<file path="src/rtl/pps_pkg.sv">
package pps_pkg;

  localparam int CODE_W = 4;

  typedef enum logic [2:0] {
    PH_OFF  = 3'd0,
    PH_LOCK = 3'd1,
    PH_UP   = 3'd2,
    PH_ON   = 3'd3,
    PH_DOWN = 3'd4
  } phase_e;

  typedef enum logic [2:0] {
    ST_OFF,
    ST_UP_SUP,
    ST_UP_SIG,
    ST_ON,
    ST_DN_BL,
    ST_DN_SIG,
    ST_LOCK
  } seq_state_e;

  typedef struct packed {
    logic              en;
    logic              sup_pol;
    logic              bl_pol;
    logic [CODE_W-1:0] c_lock;
    logic [CODE_W-1:0] c_sig_off;
    logic [CODE_W-1:0] c_bl_off;
    logic [CODE_W-1:0] c_bl_on;
    logic [CODE_W-1:0] c_sig_on;
  } cfg_t;

endpackage

</file>
<file path="src/rtl/pps_timebase.sv">
module pps_timebase #(
  parameter int TICKS_10MS = 270000,
  parameter int COARSE_DIV = 10
) (
  input  logic clk,
  input  logic rst_n,
  input  logic clr,
  output logic fine_tick,
  output logic coarse_tick
);
  localparam int FW = (TICKS_10MS > 1) ? $clog2(TICKS_10MS) : 1;
  localparam int CW = (COARSE_DIV > 1) ? $clog2(COARSE_DIV) : 1;
  localparam logic [FW-1:0] FINE_MAX   = FW'(TICKS_10MS - 1);
  localparam logic [CW-1:0] COARSE_MAX = CW'(COARSE_DIV - 1);

  logic [FW-1:0] fine_q, fine_d;
  logic [CW-1:0] coarse_q, coarse_d;

  assign fine_tick   = (fine_q == FINE_MAX);
  assign coarse_tick = fine_tick && (coarse_q == COARSE_MAX);

  always_comb begin
    fine_d   = fine_q;
    coarse_d = coarse_q;
    if (clr) begin
      fine_d   = '0;
      coarse_d = '0;
    end else if (fine_tick) begin
      fine_d   = '0;
      coarse_d = (coarse_q == COARSE_MAX) ? '0 : coarse_q + CW'(1);
    end else begin
      fine_d   = fine_q + FW'(1);
    end
  end

  always_ff @(posedge clk or negedge rst_n) begin
    if (!rst_n) begin
      fine_q   <= '0;
      coarse_q <= '0;
    end else begin
      fine_q   <= fine_d;
      coarse_q <= coarse_d;
    end
  end
endmodule

</file>
<file path="src/rtl/pps_regs.sv">
module pps_regs
  import pps_pkg::*;
#(
  parameter int DW = 32
) (
  input  logic          clk,
  input  logic          rst_n,
  input  logic          reg_wr,
  input  logic          reg_addr,
  input  logic [DW-1:0] reg_wdata,
  output logic [DW-1:0] reg_rdata,
  output cfg_t          cfg,
  output logic          cfg_locked,
  output logic          run
);
  localparam int PAD_W = DW - 3 - 5 * CODE_W;
  localparam cfg_t CFG_RST = '{en: 1'b1, sup_pol: 1'b1, bl_pol: 1'b1,
                               c_lock: 4'd11, c_sig_off: 4'd3, c_bl_off: 4'd7,
                               c_bl_on: 4'd2, c_sig_on: 4'd3};

  cfg_t cfg_q, cfg_d;
  logic lock_q, lock_d;
  logic run_q, run_d;
  logic cfg_we, ctl_we;

  assign cfg_we = reg_wr && !reg_addr && !lock_q;
  assign ctl_we = reg_wr && reg_addr;

  always_comb begin
    cfg_d  = cfg_q;
    lock_d = lock_q;
    if (cfg_we) begin
      cfg_d.en        = reg_wdata[DW-1];
      cfg_d.sup_pol   = reg_wdata[DW-2];
      cfg_d.bl_pol    = reg_wdata[DW-3];
      cfg_d.c_lock    = reg_wdata[5*CODE_W-1:4*CODE_W];
      cfg_d.c_sig_off = reg_wdata[4*CODE_W-1:3*CODE_W];
      cfg_d.c_bl_off  = reg_wdata[3*CODE_W-1:2*CODE_W];
      cfg_d.c_bl_on   = reg_wdata[2*CODE_W-1:CODE_W];
      cfg_d.c_sig_on  = reg_wdata[CODE_W-1:0];
      lock_d          = 1'b1;
    end
  end

  always_comb begin
    run_d = run_q;
    if (!cfg_q.en)   run_d = 1'b0;
    else if (ctl_we) run_d = reg_wdata[0];
  end

  always_ff @(posedge clk or negedge rst_n) begin
    if (!rst_n) begin
      cfg_q  <= CFG_RST;
      lock_q <= 1'b0;
      run_q  <= 1'b0;
    end else begin
      cfg_q  <= cfg_d;
      lock_q <= lock_d;
      run_q  <= run_d;
    end
  end

  always_comb begin
    if (reg_addr) reg_rdata = {{(DW-1){1'b0}}, run_q};
    else          reg_rdata = {cfg_q.en, cfg_q.sup_pol, cfg_q.bl_pol, {PAD_W{1'b0}},
                               cfg_q.c_lock, cfg_q.c_sig_off, cfg_q.c_bl_off,
                               cfg_q.c_bl_on, cfg_q.c_sig_on};
  end

  assign cfg        = cfg_q;
  assign cfg_locked = lock_q;
  assign run        = run_q;
endmodule

</file>
<file path="src/rtl/pps_fsm.sv">
module pps_fsm
  import pps_pkg::*;
(
  input  logic       clk,
  input  logic       rst_n,
  input  cfg_t       cfg,
  input  logic       run,
  input  logic       fine_tick,
  input  logic       coarse_tick,
  output logic       tb_clr,
  output logic       sup_on,
  output logic       sig_on,
  output logic       bl_on,
  output logic [2:0] phase,
  output logic       busy
);
  seq_state_e        st_q, st_d;
  logic [CODE_W-1:0] cnt_q, cnt_d;
  logic [CODE_W-1:0] code;
  logic              use_coarse, step, done;
  phase_e            ph;

  always_comb begin
    code       = '0;
    use_coarse = 1'b0;
    unique case (st_q)
      ST_UP_SUP: code = cfg.c_sig_on;
      ST_UP_SIG: begin code = cfg.c_bl_on;  use_coarse = 1'b1; end
      ST_DN_BL:  begin code = cfg.c_bl_off; use_coarse = 1'b1; end
      ST_DN_SIG: code = cfg.c_sig_off;
      ST_LOCK:   begin code = cfg.c_lock;   use_coarse = 1'b1; end
      default:   code = '0;
    endcase
  end

  assign step = use_coarse ? coarse_tick : fine_tick;
  assign done = step && (cnt_q == code);

  always_comb begin
    st_d = st_q;
    if (!cfg.en) begin
      st_d = ST_OFF;
    end else begin
      unique case (st_q)
        ST_OFF:    if (run) st_d = ST_UP_SUP;
        ST_UP_SUP: if (!run) st_d = ST_DN_SIG; else if (done) st_d = ST_UP_SIG;
        ST_UP_SIG: if (!run) st_d = ST_DN_BL;  else if (done) st_d = ST_ON;
        ST_ON:     if (!run) st_d = ST_DN_BL;
        ST_DN_BL:  if (done) st_d = ST_DN_SIG;
        ST_DN_SIG: if (done) st_d = ST_LOCK;
        ST_LOCK:   if (done) st_d = run ? ST_UP_SUP : ST_OFF;
        default:   st_d = ST_OFF;
      endcase
    end
  end

  assign tb_clr = (st_d != st_q);

  always_comb begin
    cnt_d = cnt_q;
    if (tb_clr)    cnt_d = '0;
    else if (step) cnt_d = cnt_q + CODE_W'(1);
  end

  always_ff @(posedge clk or negedge rst_n) begin
    if (!rst_n) begin
      st_q  <= ST_OFF;
      cnt_q <= '0;
    end else begin
      st_q  <= st_d;
      cnt_q <= cnt_d;
    end
  end

  always_comb begin
    sup_on = 1'b0;
    sig_on = 1'b0;
    bl_on  = 1'b0;
    ph     = PH_OFF;
    unique case (st_q)
      ST_UP_SUP: begin sup_on = 1'b1; ph = PH_UP; end
      ST_UP_SIG: begin sup_on = 1'b1; sig_on = 1'b1; ph = PH_UP; end
      ST_ON:     begin sup_on = 1'b1; sig_on = 1'b1; bl_on = 1'b1; ph = PH_ON; end
      ST_DN_BL:  begin sup_on = 1'b1; sig_on = 1'b1; ph = PH_DOWN; end
      ST_DN_SIG: begin sup_on = 1'b1; ph = PH_DOWN; end
      ST_LOCK:   ph = PH_LOCK;
      default:   ph = PH_OFF;
    endcase
  end

  assign phase = ph;
  assign busy  = (ph == PH_UP) || (ph == PH_DOWN) || (ph == PH_LOCK);
endmodule

</file>
<file path="src/rtl/panel_pwr_seq.sv">
module panel_pwr_seq
  import pps_pkg::*;
#(
  parameter int TICKS_10MS = 270000,
  parameter int COARSE_DIV = 10,
  parameter int DW         = 32
) (
  input  logic          clk,
  input  logic          rst_n,
  input  logic          reg_wr,
  input  logic          reg_addr,
  input  logic [DW-1:0] reg_wdata,
  output logic [DW-1:0] reg_rdata,
  output logic          panel_sup_o,
  output logic          panel_sig_o,
  output logic          panel_bl_o,
  output logic [2:0]    phase_o,
  output logic          busy_o
);
  logic [1:0] rst_sync_q;
  logic       rst_n_s;
  cfg_t       cfg;
  logic       cfg_locked, run;
  logic       tb_clr, fine_tick, coarse_tick;
  logic       sup_on, sig_on, bl_on;

  always_ff @(posedge clk or negedge rst_n) begin
    if (!rst_n) rst_sync_q <= 2'b00;
    else        rst_sync_q <= {rst_sync_q[0], 1'b1};
  end
  assign rst_n_s = rst_sync_q[1];

  pps_regs #(.DW(DW)) u_regs (
    .clk(clk), .rst_n(rst_n_s), .reg_wr(reg_wr), .reg_addr(reg_addr),
    .reg_wdata(reg_wdata), .reg_rdata(reg_rdata), .cfg(cfg),
    .cfg_locked(cfg_locked), .run(run)
  );

  pps_timebase #(.TICKS_10MS(TICKS_10MS), .COARSE_DIV(COARSE_DIV)) u_tb (
    .clk(clk), .rst_n(rst_n_s), .clr(tb_clr),
    .fine_tick(fine_tick), .coarse_tick(coarse_tick)
  );

  pps_fsm u_fsm (
    .clk(clk), .rst_n(rst_n_s), .cfg(cfg), .run(run),
    .fine_tick(fine_tick), .coarse_tick(coarse_tick), .tb_clr(tb_clr),
    .sup_on(sup_on), .sig_on(sig_on), .bl_on(bl_on),
    .phase(phase_o), .busy(busy_o)
  );

  assign panel_sup_o = sup_on ~^ cfg.sup_pol;
  assign panel_sig_o = sig_on;
  assign panel_bl_o  = bl_on ~^ cfg.bl_pol;
endmodule

</file>
<file path="config.mk">
export PLATFORM = sky130hd
export DESIGN_NAME = panel_pwr_seq
export DESIGN_NICKNAME = d
export VERILOG_FILES = /design/src/rtl/pps_pkg.sv /design/src/rtl/pps_timebase.sv /design/src/rtl/pps_regs.sv /design/src/rtl/pps_fsm.sv /design/src/rtl/panel_pwr_seq.sv
export SDC_FILE = /design/constraint.sdc
export NUM_CORES = 1
export LEC_CHECK = 0
export BUFFER_PORTS_ARGS = -buffer_cell sky130_fd_sc_hd__buf_4
export CAP_MARGIN = 20
export CELL_PAD_IN_SITES_DETAIL_PLACEMENT = 0
export CELL_PAD_IN_SITES_GLOBAL_PLACEMENT = 1
export CORE_UTILIZATION = 45
export DETAILED_ROUTE_END_ITERATION = 8
export GPL_TIMING_DRIVEN = 0
export PLACE_DENSITY_LB_ADDON = 0.1
export SLEW_MARGIN = 20
export SYNTH_ARGS = -nofsm -noshare
export SYNTH_HDL_FRONTEND = slang
export SYNTH_HIERARCHICAL = 1
export SYNTH_SLANG_ARGS = --single-unit
</file>
<file path="constraint.sdc">
create_clock -name clk -period 4.2 [get_ports clk]
set_input_delay 0.21 -clock clk [delete_from_list [all_inputs] [get_ports clk]]
set_output_delay 0.21 -clock clk [all_outputs]
set_load 0.05 [all_outputs]
</file>
==> impl_metrics.toml <==
[power]
power.share.sequential = 0.393
p_per_area_nw_per_um2 = 435
p_int_mw = 1.28
switching_share = 0.320
p_leak_nw = 1.95
power_frac_clock = 0.355
vdd_ir_drop_max_uv = 274
switchingPower_mw = 0.601
comb_power_share = 0.253

[flow_run]
drv_cap = 0

[place]
dp_hpwl_mm = 5.56
gp_congestion = 0.785
io_buffers = 55
place_inst = 501

[critical_path]
cp_max_fo = 13
start_kind = "register"
worstPathArrival_ns = 3.86
critPathKind = "register to register"
cp.required_ns = 4.42
cp-end-kind = "register"

[route]
drt_iter0_drc = 89
drc = 0
vias_per_cell = 5.08
via_count = 2627
dr.pass1.iters = 5
wirelength_mm = 7.65
ant_nets = 0
wl_per_cell_um = 14.8

[yosys]
synth_edf_count = 0
yosysWarnings = 6
yosysMostFrequentCell = "dfrtp_1"
syn_inst = 338
ys_seq_area_frac = 0.418
synth_ff_type = "dfrtp_1"
synthTopCellsByCount = "dfrtp_1, nor2_1, nor2b_1, mux2_2, xnor2_1"
async_reset_ff_frac = 1.00
syn_area_um2 = 3460
synth_top_cell_by_area = "dfrtp_1"
yosys.area.top_type_share = 0.311
ys_ff_latch = 57
synth.distinct_cells = 64
syn_avg_cell_area_um2 = 10.2
synthTopCellsByArea = "dfrtp_1, dfstp_2, mux2_2"

[clocking]
cts_buffer_depth = 2
cts_setup_buffers = 0
cts_resized = 0
ctsHtreeMaxLevel = 3
cts_made_buffers = 9
path_clk_slew_ns = 0.07
clock_latency_ns = 0.33
cts_tree = "yes"
clock-sinks = 57
root_buffer = "clkbuf_8"

[global_route]
grt_first_pass_wirelength_mm = 12.6
antenna_found_initial = 0
grt_max_degree = 54
gr-usage-all-layers = 0.210
grt_overflow = 0
grt_pass1_vias = 2508

[timing]
timing.fmax_ghz = 0.275
post-route-min-period_ns = 3.64
setup_viol = 0
holdWs_ns = 0.102
tightest_slew_ns = 0.570
grt_setup_unrepaired = "no"
fin_skew_ns = 0.00716
finalHoldViolations = 0
slew_headroom = 0.620
fin_tns_setup_ns = 0
drv_slew = 0
fin_crit_sh = 0.867

[finish]
insertedDiodeCount = 0
instances_no_fill = 517
area_growth_pct = 25.1
drive_above_1_share = 0.359
fin_nets = 453

[die]
core-area_um2 = 7330
fp.dieArea_um2 = 8040
rows = 31
initial_core_util = 0.472
io_pins = 75
die_width_um = 89.7
die_y_um = 89.7

[min_path]
hold_class = "input pin to register"

[run_status]
status = "complete, no violations"
-- metal layers --
metal | vias up | global-route usage | share of wire
met5 | - | 0 | 0
li1 | 1313 | - | -
met3 | 4 | 0.0302 | 0.031
met1 | 1263 | 0.312 | 0.51
met4 | 0 | 0.0823 | 0.0069
met2 | 47 | 0.309 | 0.46
-- what timing repair did --
action	in CTS	in global routing
hold endpoints to repair	2	0
endpoints found under the setup margin	0	10
hold buffers	1	0
-- power groups by stage --
stage / registers (mW) / clock network [mW] / logic, mW
after CTS: 0.739 / 0.682 / 0.483
after global routing: 0.750 / 0.708 / 0.517
after global placement: 0.754 / 0 / 0.462
after floorplan: 0.727 / 0 / 0.359
after detailed placement: 0.749 / 0 / 0.480
final: 0.739 / 0.667 / 0.475
-- layout make-up --
cell class / instances / area (um^2)
buffer: 27 / 194
clock buffer: 12 / 165
clock inverter: 4 / 97.6
fill: 655 / 3010
inverter: 10 / 37.5
multi-input combinational: 251 / 1810
sequential: 57 / 1450
tap: 99 / 124
timing repair buffer: 57 / 450
-- worst paths after layout --
| check | from | endpoint | slack [ns] | cells after the start |
|---|---|---|---|---|
| worst max-delay path | u_tb/fine_q[0] | u_tb/fine_q[14] | 0.56 | 13 |
| worst min-delay path | reg_wdata[7] | u_regs/cfg[7] | 0.10 | 2 |
| worst max register to register | u_tb/fine_q[0] | u_tb/fine_q[14] | 0.56 | 13 |
| worst min register to register | rst_sync_q[1] | u_regs/cfg_locked | 0.11 | 0 |
| max in group asynchronous | rst_sync_q[1] | u_regs/cfg[5] | 3.58 | 1 |
| min in group asynchronous | rst_sync_q[1] | u_regs/cfg_locked | 0.11 | 0 |
-- logic make-up after synthesis --
logic type / Yosys count / synth area share
DFF: 57 / 0.418
adders and majority gates: 4 / 0.0145
buffers and inverters: 38 / 0.0680
muxes: 32 / 0.103
and+or+nand+nor: 145 / 0.251
other: 2 / 0.00217
AOI/OAI and AO/OA: 38 / 0.0872
xor gates and xnor gates: 22 / 0.0557
-- worst max-delay path: stages, from the launching register on --
cell and delay [ns]:
dfrtp_1 0.41, ha_1 0.30, nand4_4 0.19, nor4_4 0.51, and3_1 0.24, mux2i_1 0.17
nor2b_1 0.16, mux2i_1 0.07, or4_1 0.42, buf_6 0.15, a31oi_4 0.41, o21bai_4 0.26
buf_6 0.17, nor2_1 0.05
-- layout by cell type, fill, tap and decap left out, types with 3 or more instances in the layout --
cell type	n
nor2b_1	28
clkbuf_1	7
nor3_1	6
nand2_1	13
nor4_1	5
xor2_1	6
nor4_2	3
a21o_1	4
nand4_1	6
buf_4	65
ha_1	4
xnor2_1	16
o31ai_1	3
and3_1	7
buf_6	7
bufinv_16	3
o21ai_0	5
nor2_1	38
dfrtp_1	42
clkbuf_8	12
inv_1	9
mux2_2	24
mux2i_1	5
dfstp_2	14
conb_1	10
a21oi_1	9
nand3b_1	3
nand3_1	14
-- through the flow --
stage | worst slack [ns] | util | power [mW] | area [um^2]
floorplan | 0.911 | - | 1.09 | 3490
global placement | 0.301 | 0.549 | 1.22 | 4030
detailed placement | 0.254 | 0.553 | 1.23 | 4060
CTS | 0.219 | 0.591 | 1.90 | 4330
global route | 0.215 | 0.590 | 1.97 | 4330
finish | 0.558 | 0.590 | 1.88 | 4330
-- state kept, by name, summed over array words and instances, names as in the netlist --
register and cells:
rst_sync_q 2, u_fsm/cnt_q 4, u_fsm/st_q 3, u_regs/cfg 23
u_regs/cfg_locked 1, u_regs/run 1, u_tb/coarse_q 4, u_tb/fine_q 19
No activity file was read; power rests on OpenSTA's default activity.
